--- src/rtl/aclk_pkg.sv ---
package aclk_pkg;

    typedef enum logic [1:0] {
        WID_16 = 2'd0,
        WID_20 = 2'd1,
        WID_24 = 2'd2,
        WID_32 = 2'd3
    } slot_width_e;

    typedef struct packed {
        slot_width_e width;
        logic        fixed_count;
        logic        wclk_pulse;
    } clk_cfg_t;

    typedef struct packed {
        clk_cfg_t cfg;
        logic     bclk_oe;
        logic     wclk_oe;
    } top_state_t;

    localparam clk_cfg_t CFG_RESET = '{width: WID_16, fixed_count: 1'b0, wclk_pulse: 1'b0};

    // Bit periods per frame for a configuration.
    function automatic logic [15:0] frame_bits(clk_cfg_t c, int unsigned fixed_bits);
        logic [15:0] n;
        if (c.fixed_count) begin
            n = 16'(fixed_bits);
        end else begin
            case (c.width)
                WID_16:  n = 16'd32;
                WID_20:  n = 16'd40;
                WID_24:  n = 16'd48;
                default: n = 16'd64;
            endcase
        end
        return n;
    endfunction

endpackage

--- src/rtl/aclk_frame_timer.sv ---
module aclk_frame_timer #(
    parameter int unsigned REF_CYCLES = 512
) (
    input  logic clk,
    input  logic rst_n,
    output logic last_o
);
    localparam int unsigned CNT_W = $clog2(REF_CYCLES);
    localparam logic [CNT_W-1:0] LAST_CNT = CNT_W'(REF_CYCLES - 1);

    logic [CNT_W-1:0] cnt_d, cnt_q;

    always_comb begin
        if (cnt_q == LAST_CNT) begin
            cnt_d = '0;
        end else begin
            cnt_d = cnt_q + 1'b1;
        end
    end

    // Reset parks the counter on the last cycle so a frame opens right after release.
    always_ff @(posedge clk or negedge rst_n) begin
        if (!rst_n) begin
            cnt_q <= LAST_CNT;
        end else begin
            cnt_q <= cnt_d;
        end
    end

    assign last_o = (cnt_q == LAST_CNT);

endmodule

--- src/rtl/aclk_edge_accum.sv ---
module aclk_edge_accum #(
    parameter int unsigned REF_CYCLES = 512,
    parameter int unsigned ACC_W      = 9,
    parameter int unsigned SUM_W      = 10
) (
    input  logic             clk,
    input  logic             rst_n,
    input  logic [SUM_W-1:0] step_i,
    input  logic             restart_i,
    output logic             toggle_o
);
    logic [ACC_W-1:0] acc_d, acc_q;
    logic [SUM_W-1:0] sum;
    logic             wrap;
    logic [ACC_W-1:0] acc_wrapped;

    assign sum = {1'b0, acc_q} + step_i;

    // A power-of-two modulus wraps by dropping the carry; otherwise subtract.
    generate
        if ((REF_CYCLES & (REF_CYCLES - 1)) == 0) begin : g_pow2
            assign wrap        = sum[SUM_W-1];
            assign acc_wrapped = sum[ACC_W-1:0];
        end else begin : g_general
            logic [SUM_W-1:0] sum_less;
            assign wrap        = (sum >= SUM_W'(REF_CYCLES));
            assign sum_less    = sum - SUM_W'(REF_CYCLES);
            assign acc_wrapped = sum_less[ACC_W-1:0];
        end
    endgenerate

    always_comb begin
        if (restart_i) begin
            acc_d    = '0;
            toggle_o = 1'b1;
        end else if (wrap) begin
            acc_d    = acc_wrapped;
            toggle_o = 1'b1;
        end else begin
            acc_d    = sum[ACC_W-1:0];
            toggle_o = 1'b0;
        end
    end

    always_ff @(posedge clk or negedge rst_n) begin
        if (!rst_n) begin
            acc_q <= '0;
        end else begin
            acc_q <= acc_d;
        end
    end

endmodule

--- src/rtl/aclk_bit_seq.sv ---
module aclk_bit_seq #(
    parameter int unsigned IDX_W = 8,
    parameter int unsigned NB_W  = 9
) (
    input  logic             clk,
    input  logic             rst_n,
    input  logic             restart_i,
    input  logic             toggle_i,
    input  logic [NB_W-1:0]  nbits_i,
    input  logic             pulse_i,
    output logic             bclk_o,
    output logic             bit_stb_o,
    output logic             frame_stb_o,
    output logic             wclk_o,
    output logic [IDX_W-1:0] bit_idx_o
);
    typedef struct packed {
        logic             bclk;
        logic             bit_stb;
        logic             frame_stb;
        logic             wclk;
        logic [IDX_W-1:0] idx;
    } seq_t;

    seq_t            seq_d, seq_q;
    logic [NB_W-1:0] half_bits;

    assign half_bits = nbits_i >> 1;

    always_comb begin
        seq_d           = seq_q;
        seq_d.bit_stb   = 1'b0;
        seq_d.frame_stb = 1'b0;
        if (restart_i) begin
            seq_d.bclk      = 1'b0;
            seq_d.bit_stb   = 1'b1;
            seq_d.frame_stb = 1'b1;
            seq_d.idx       = '0;
        end else if (toggle_i) begin
            seq_d.bclk = ~seq_q.bclk;
            // A falling toggle opens the next bit.
            if (seq_q.bclk) begin
                seq_d.bit_stb = 1'b1;
                seq_d.idx     = seq_q.idx + 1'b1;
            end
        end
        if (pulse_i) begin
            seq_d.wclk = (seq_d.idx == '0);
        end else begin
            seq_d.wclk = ({1'b0, seq_d.idx} < half_bits);
        end
    end

    always_ff @(posedge clk or negedge rst_n) begin
        if (!rst_n) begin
            seq_q <= '0;
        end else begin
            seq_q <= seq_d;
        end
    end

    assign bclk_o      = seq_q.bclk;
    assign bit_stb_o   = seq_q.bit_stb;
    assign frame_stb_o = seq_q.frame_stb;
    assign wclk_o      = seq_q.wclk;
    assign bit_idx_o   = seq_q.idx;

endmodule

--- src/rtl/audio_clk_master.sv ---
module audio_clk_master #(
    parameter int unsigned REF_CYCLES = 512,
    parameter int unsigned FIXED_BITS = 256,
    localparam int unsigned IDX_W     = $clog2(FIXED_BITS)
) (
    input  logic             clk,
    input  logic             rst_n,
    input  logic [1:0]       cfg_width,
    input  logic             cfg_fixed256,
    input  logic             cfg_wclk_pulse,
    input  logic             bclk_master,
    input  logic             wclk_master,
    output logic             bclk_o,
    output logic             bclk_oe,
    output logic             wclk_o,
    output logic             wclk_oe,
    output logic             bit_stb,
    output logic             frame_stb,
    output logic [IDX_W-1:0] bit_idx
);
    import aclk_pkg::*;

    localparam int unsigned NB_W  = IDX_W + 1;
    localparam int unsigned ACC_W = $clog2(REF_CYCLES);
    localparam int unsigned SUM_W = ACC_W + 1;

    top_state_t      cur_d, cur_q;
    clk_cfg_t        cfg_in;
    clk_cfg_t        cfg_q;
    logic            frame_last;
    logic            edge_toggle;
    logic [NB_W-1:0] nbits_next;
    logic [NB_W-1:0] nbits_now;
    logic [SUM_W-1:0] step;
    logic            bclk_raw;
    logic            wclk_raw;

    assign cfg_in = '{width: slot_width_e'(cfg_width),
                      fixed_count: cfg_fixed256,
                      wclk_pulse: cfg_wclk_pulse};

    always_comb begin
        cur_d         = cur_q;
        cur_d.bclk_oe = bclk_master;
        cur_d.wclk_oe = wclk_master;
        if (frame_last) begin
            cur_d.cfg = cfg_in;
        end
    end

    always_ff @(posedge clk or negedge rst_n) begin
        if (!rst_n) begin
            cur_q <= '{cfg: CFG_RESET, bclk_oe: 1'b0, wclk_oe: 1'b0};
        end else begin
            cur_q <= cur_d;
        end
    end

    assign cfg_q      = cur_q.cfg;
    assign nbits_now  = NB_W'(frame_bits(cur_q.cfg, FIXED_BITS));
    assign nbits_next = NB_W'(frame_bits(cur_d.cfg, FIXED_BITS));
    assign step       = SUM_W'({nbits_now, 1'b0});

    aclk_frame_timer #(
        .REF_CYCLES(REF_CYCLES)
    ) u_timer (
        .clk    (clk),
        .rst_n  (rst_n),
        .last_o (frame_last)
    );

    aclk_edge_accum #(
        .REF_CYCLES(REF_CYCLES),
        .ACC_W     (ACC_W),
        .SUM_W     (SUM_W)
    ) u_accum (
        .clk       (clk),
        .rst_n     (rst_n),
        .step_i    (step),
        .restart_i (frame_last),
        .toggle_o  (edge_toggle)
    );

    aclk_bit_seq #(
        .IDX_W(IDX_W),
        .NB_W (NB_W)
    ) u_seq (
        .clk         (clk),
        .rst_n       (rst_n),
        .restart_i   (frame_last),
        .toggle_i    (edge_toggle),
        .nbits_i     (nbits_next),
        .pulse_i     (cur_d.cfg.wclk_pulse),
        .bclk_o      (bclk_raw),
        .bit_stb_o   (bit_stb),
        .frame_stb_o (frame_stb),
        .wclk_o      (wclk_raw),
        .bit_idx_o   (bit_idx)
    );

    assign bclk_oe = cur_q.bclk_oe;
    assign wclk_oe = cur_q.wclk_oe;
    assign bclk_o  = bclk_raw & cur_q.bclk_oe;
    assign wclk_o  = wclk_raw & cur_q.wclk_oe;

endmodule

--- config.mk ---
export PLATFORM = sky130hd
export DESIGN_NAME = audio_clk_master
export DESIGN_NICKNAME = d
export VERILOG_FILES = /design/src/rtl/aclk_pkg.sv /design/src/rtl/aclk_frame_timer.sv /design/src/rtl/aclk_edge_accum.sv /design/src/rtl/aclk_bit_seq.sv /design/src/rtl/audio_clk_master.sv
export SDC_FILE = /design/constraint.sdc
export NUM_CORES = 1
export LEC_CHECK = 0
export CAP_MARGIN = 40
export CORE_MARGIN = 2
export CORE_UTILIZATION = 33
export CTS_BUF_LIST = sky130_fd_sc_hd__clkbuf_4 sky130_fd_sc_hd__clkbuf_8
export DETAILED_ROUTE_END_ITERATION = 8
export GPL_ROUTABILITY_DRIVEN = 0
export PLACE_DENSITY_LB_ADDON = 0.25
export SLEW_MARGIN = 20
export SYNTH_ARGS = -nofsm -noshare
export SYNTH_HDL_FRONTEND = slang
export SYNTH_SLANG_ARGS = --single-unit
--- constraint.sdc ---
create_clock -name clk -period 5.7 [get_ports clk]
set_input_delay 1.14 -clock clk [delete_from_list [all_inputs] [get_ports clk]]
set_output_delay 1.14 -clock clk [all_outputs]
set_load 0.03 [all_outputs]
==> results.json <==
{
  "fmax_achieved_ghz": 0.2689,
  "totalPowerFinal_mw": 0.4284,
  "holdCritPathClass": "reg2reg",
  "relSlewSlack": 0.7279,
  "rsz0062_at_grt": "false",
  "ys_dominant_reg_cell": "sky130_fd_sc_hd__dfrtp_1",
  "pin_count": 22,
  "site_rows": 26,
  "yosys_warnings": 0,
  "critical_path_class": "reg2reg",
  "post_route_cells_drive_above_1_share": 0.1414,
  "ctsHoldBuffers": 0,
  "fin_tns_setup_ns": 0,
  "async_flop_share": 1.000,
  "dp_hpwl_mm": 2.537,
  "clock_sink_count": 32,
  "setup.worst_path.end_class": "flop",
  "post_cts.resized_instances": 0,
  "numPortBuffers": 21,
  "worst_hold_startpoint": "u_timer.cnt_q[0]",
  "grt_usage": 0.1324,
  "cts-root-buf": "sky130_fd_sc_hd__clkbuf_8",
  "synth-edff-count": 0,
  "routed-via-count": 1300,
  "final_critical_path_share_of_the_clock_period": 0.6525,
  "overflow": 0,
  "finalMaxSlewViolations": 0,
  "ys_ff_latch": 32,
  "antenna_left": 0,
  "drt-initial-drc-count": 65,
  "clock_tree.buffer_depth": 2,
  "worst_skew_pair.late_latency_ns": 0.28,
  "ir_drop_uv": 125.1,
  "final-setup-viol-count": 0,
  "crit_arrival_ns": 3.88,
  "clock-skew-final_ns": 0.002984,
  "antenna_cells_inserted": 0,
  "post_drt_wl_per_cell_um": 12.90,
  "final_nets": 217,
  "design.die.area_mm2": 0.006103,
  "initial_core_util": 0.3483,
  "dpl.cell_count": 260,
  "dieHeight_um": 78.12,
  "yosysUniqueCellTypes": 40,
  "timing.critical_path.from_type": "flop",
  "syn-num-nets": 192,
  "crit_start": "cfg_q[1]",
  "antenna_violations_before_repair": 0,
  "post-synth-top-area-fraction": 0.3175,
  "route.detailed.vias_per_inst": 4.851,
  "final_cells": 268,
  "first_global_vias": 1295,
  "worstMarginPinSlew_ns": 0.4073,
  "die_w_um": 78.12,
  "required_ns": 5.86,
  "status": "finished clean",
  "hold_ws_ns": 0.4998,
  "postSynthAreaPerCell_um2": 10.54,
  "area_growth_pct": 21.39,
  "grt_start_max_net_pins": 33,
  "detailedRoute.firstPassIterationCount": 4,
  "filler_cell_count": 528,
  "yosysTopAreaCell": "sky130_fd_sc_hd__dfrtp_1",
  "detail_route.drc_violations": 0,
  "power.density_cell_area_mw_per_mm2": 194.6,
  "grt_pass1_wl_mm": 6.216,
  "postSynthCellCount": 172,
  "tritoncts": "done",
  "number_of_levels_the_h_tree_was_split_into": 2,
  "core_region_area_mm2": 0.005205,
  "layout.cells.most_common": "sky130_fd_sc_hd__dfrtp_1",
  "finalWorstPathRequiredPeriod_ns": 3.719,
  "leakage_nw": 0.9830,
  "routed_wl_mm": 3.456,
  "maxCapViolations": 0,
  "hold_viol": 0,
  "path_clk_slew_ns": 0.06,
  "r2r_start": "cfg_q[1]",
  "postCtsSetupBuffers": 0,
  "layout.cells.most_common_list": "23 x sky130_fd_sc_hd__dfrtp_1, 21 x sky130_fd_sc_hd__clkdlybuf4s50_1, 18 x sky130_fd_sc_hd__nor2_1",
  "cp_max_fo": 14,
  "synthTopCellsByArea": "sky130_fd_sc_hd__dfrtp_1 32%, sky130_fd_sc_hd__dfstp_2 13%, sky130_fd_sc_hd__ha_1 7.6%, sky130_fd_sc_hd__mux2i_1 4.4%, sky130_fd_sc_hd__nor2_1 3.7%",
  "post_synth_instance_area_mm2": 0.001813,
  "ys_seq_area_frac": 0.4479,
  "cts_buffers": 5
}
worst paths after layout:
check | to | slack (ns) | cells after the start
max | u_seq.wclk_o | 1.98 | 11
max in group asynchronous | u_timer.cnt_q[3] | 4.13 | 2
max reg2reg | u_seq.wclk_o | 1.98 | 11
min | u_timer.cnt_q[0] | 0.50 | 1
min reg2reg | u_timer.cnt_q[0] | 0.50 | 1
min in group asynchronous | u_seq.frame_stb_o | 1.25 | 2
cell usage after synthesis, types with 2 or more instances:
master,n
sky130_fd_sc_hd__a21o_1,2
sky130_fd_sc_hd__dfrtp_1,23
sky130_fd_sc_hd__and3_1,2
sky130_fd_sc_hd__nor4_1,2
sky130_fd_sc_hd__dfstp_2,9
sky130_fd_sc_hd__clkbuf_1,3
sky130_fd_sc_hd__and4_1,3
sky130_fd_sc_hd__o21ai_0,5
sky130_fd_sc_hd__or3_1,3
sky130_fd_sc_hd__nand2b_1,3
sky130_fd_sc_hd__mux2i_1,8
sky130_fd_sc_hd__inv_1,4
sky130_fd_sc_hd__a21oi_1,11
sky130_fd_sc_hd__nor2b_1,6
sky130_fd_sc_hd__ha_1,11
sky130_fd_sc_hd__nand2_1,13
sky130_fd_sc_hd__nor3b_1,4
sky130_fd_sc_hd__and2_1,2
sky130_fd_sc_hd__xnor2_1,6
sky130_fd_sc_hd__xor2_1,7
sky130_fd_sc_hd__nor2_1,18
sky130_fd_sc_hd__nand3_1,6
sky130_fd_sc_hd__nand4_1,4
layout make-up:
type	count	area, µm²	area share
Clock buffer	8	97.59	0.04434
Inverter	4	15.01	0.006822
Multi-Input combinational cell	131	963.4	0.4377
Sequential cell	32	812.0	0.3690
Tap cell	70	87.58	0.03980
Timing Repair Buffer	23	225.2	0.1023
routing by layer:
layer	GRT usage	vias to the layer above	routed length, µm
met5	0	-	0
met4	0.06140	0	65
met3	0.03678	8	135
met2	0.1948	22	1609
met1	0.1804	619	1646
li1	-	651	-
stage by stage:
stage	utilization	worst slack (ns)	cell area [µm²]
2_1_floorplan	-	2.223	1813
3_3_place_gp	0.4041	2.141	2103
3_5_place_dp	0.4041	2.012	2103
4_1_cts	0.4228	2.001	2201
5_1_grt	0.4228	1.793	2201
6_report	0.4228	1.981	2201
cell families after synthesis:
| logic type | after synthesis | synth area share |
|---|---|---|
| mux | 10 | 0.05866 |
| flops | 32 | 0.4479 |
| simple gates | 69 | 0.2008 |
| compound gates | 26 | 0.1132 |
| buf+inv | 9 | 0.02070 |
| xor+xnor | 14 | 0.07178 |
| fa+ha+maj | 12 | 0.08696 |
critical path, cell delays in order (launching register included):
cell and delay (ns):
sky130_fd_sc_hd__dfrtp_1 0.52, sky130_fd_sc_hd__nor3b_1 0.44, sky130_fd_sc_hd__ha_1 0.32, sky130_fd_sc_hd__a21o_1 0.21, sky130_fd_sc_hd__a32oi_4 0.40, sky130_fd_sc_hd__mux2i_1 0.19
sky130_fd_sc_hd__or3_1 0.37, sky130_fd_sc_hd__a21oi_1 0.21, sky130_fd_sc_hd__ha_1 0.23, sky130_fd_sc_hd__o2111ai_1 0.13, sky130_fd_sc_hd__a211o_1 0.28, sky130_fd_sc_hd__a221o_1 0.30
registers in the layout (all words and copies together) (netlist names):
signal and cells:
bclk_oe 1, cfg_q 4, u_accum.acc_q 5, u_seq.bclk_o 1, u_seq.bit_idx_o 8, u_seq.bit_stb_o 1, u_seq.frame_stb_o 1, u_seq.wclk_o 1
u_timer.cnt_q 9, wclk_oe 1
power breakdown:
part | total (mW) | switching (mW) | internal, mW
Sequential | 0.229 | 0.000293 | 0.228
Combinational | 0.0142 | 0.00760 | 0.00662
Clock | 0.186 | 0.0778 | 0.108
Total | 0.428 | 0.0857 | 0.343
Power figures use the tool's default switching activity.
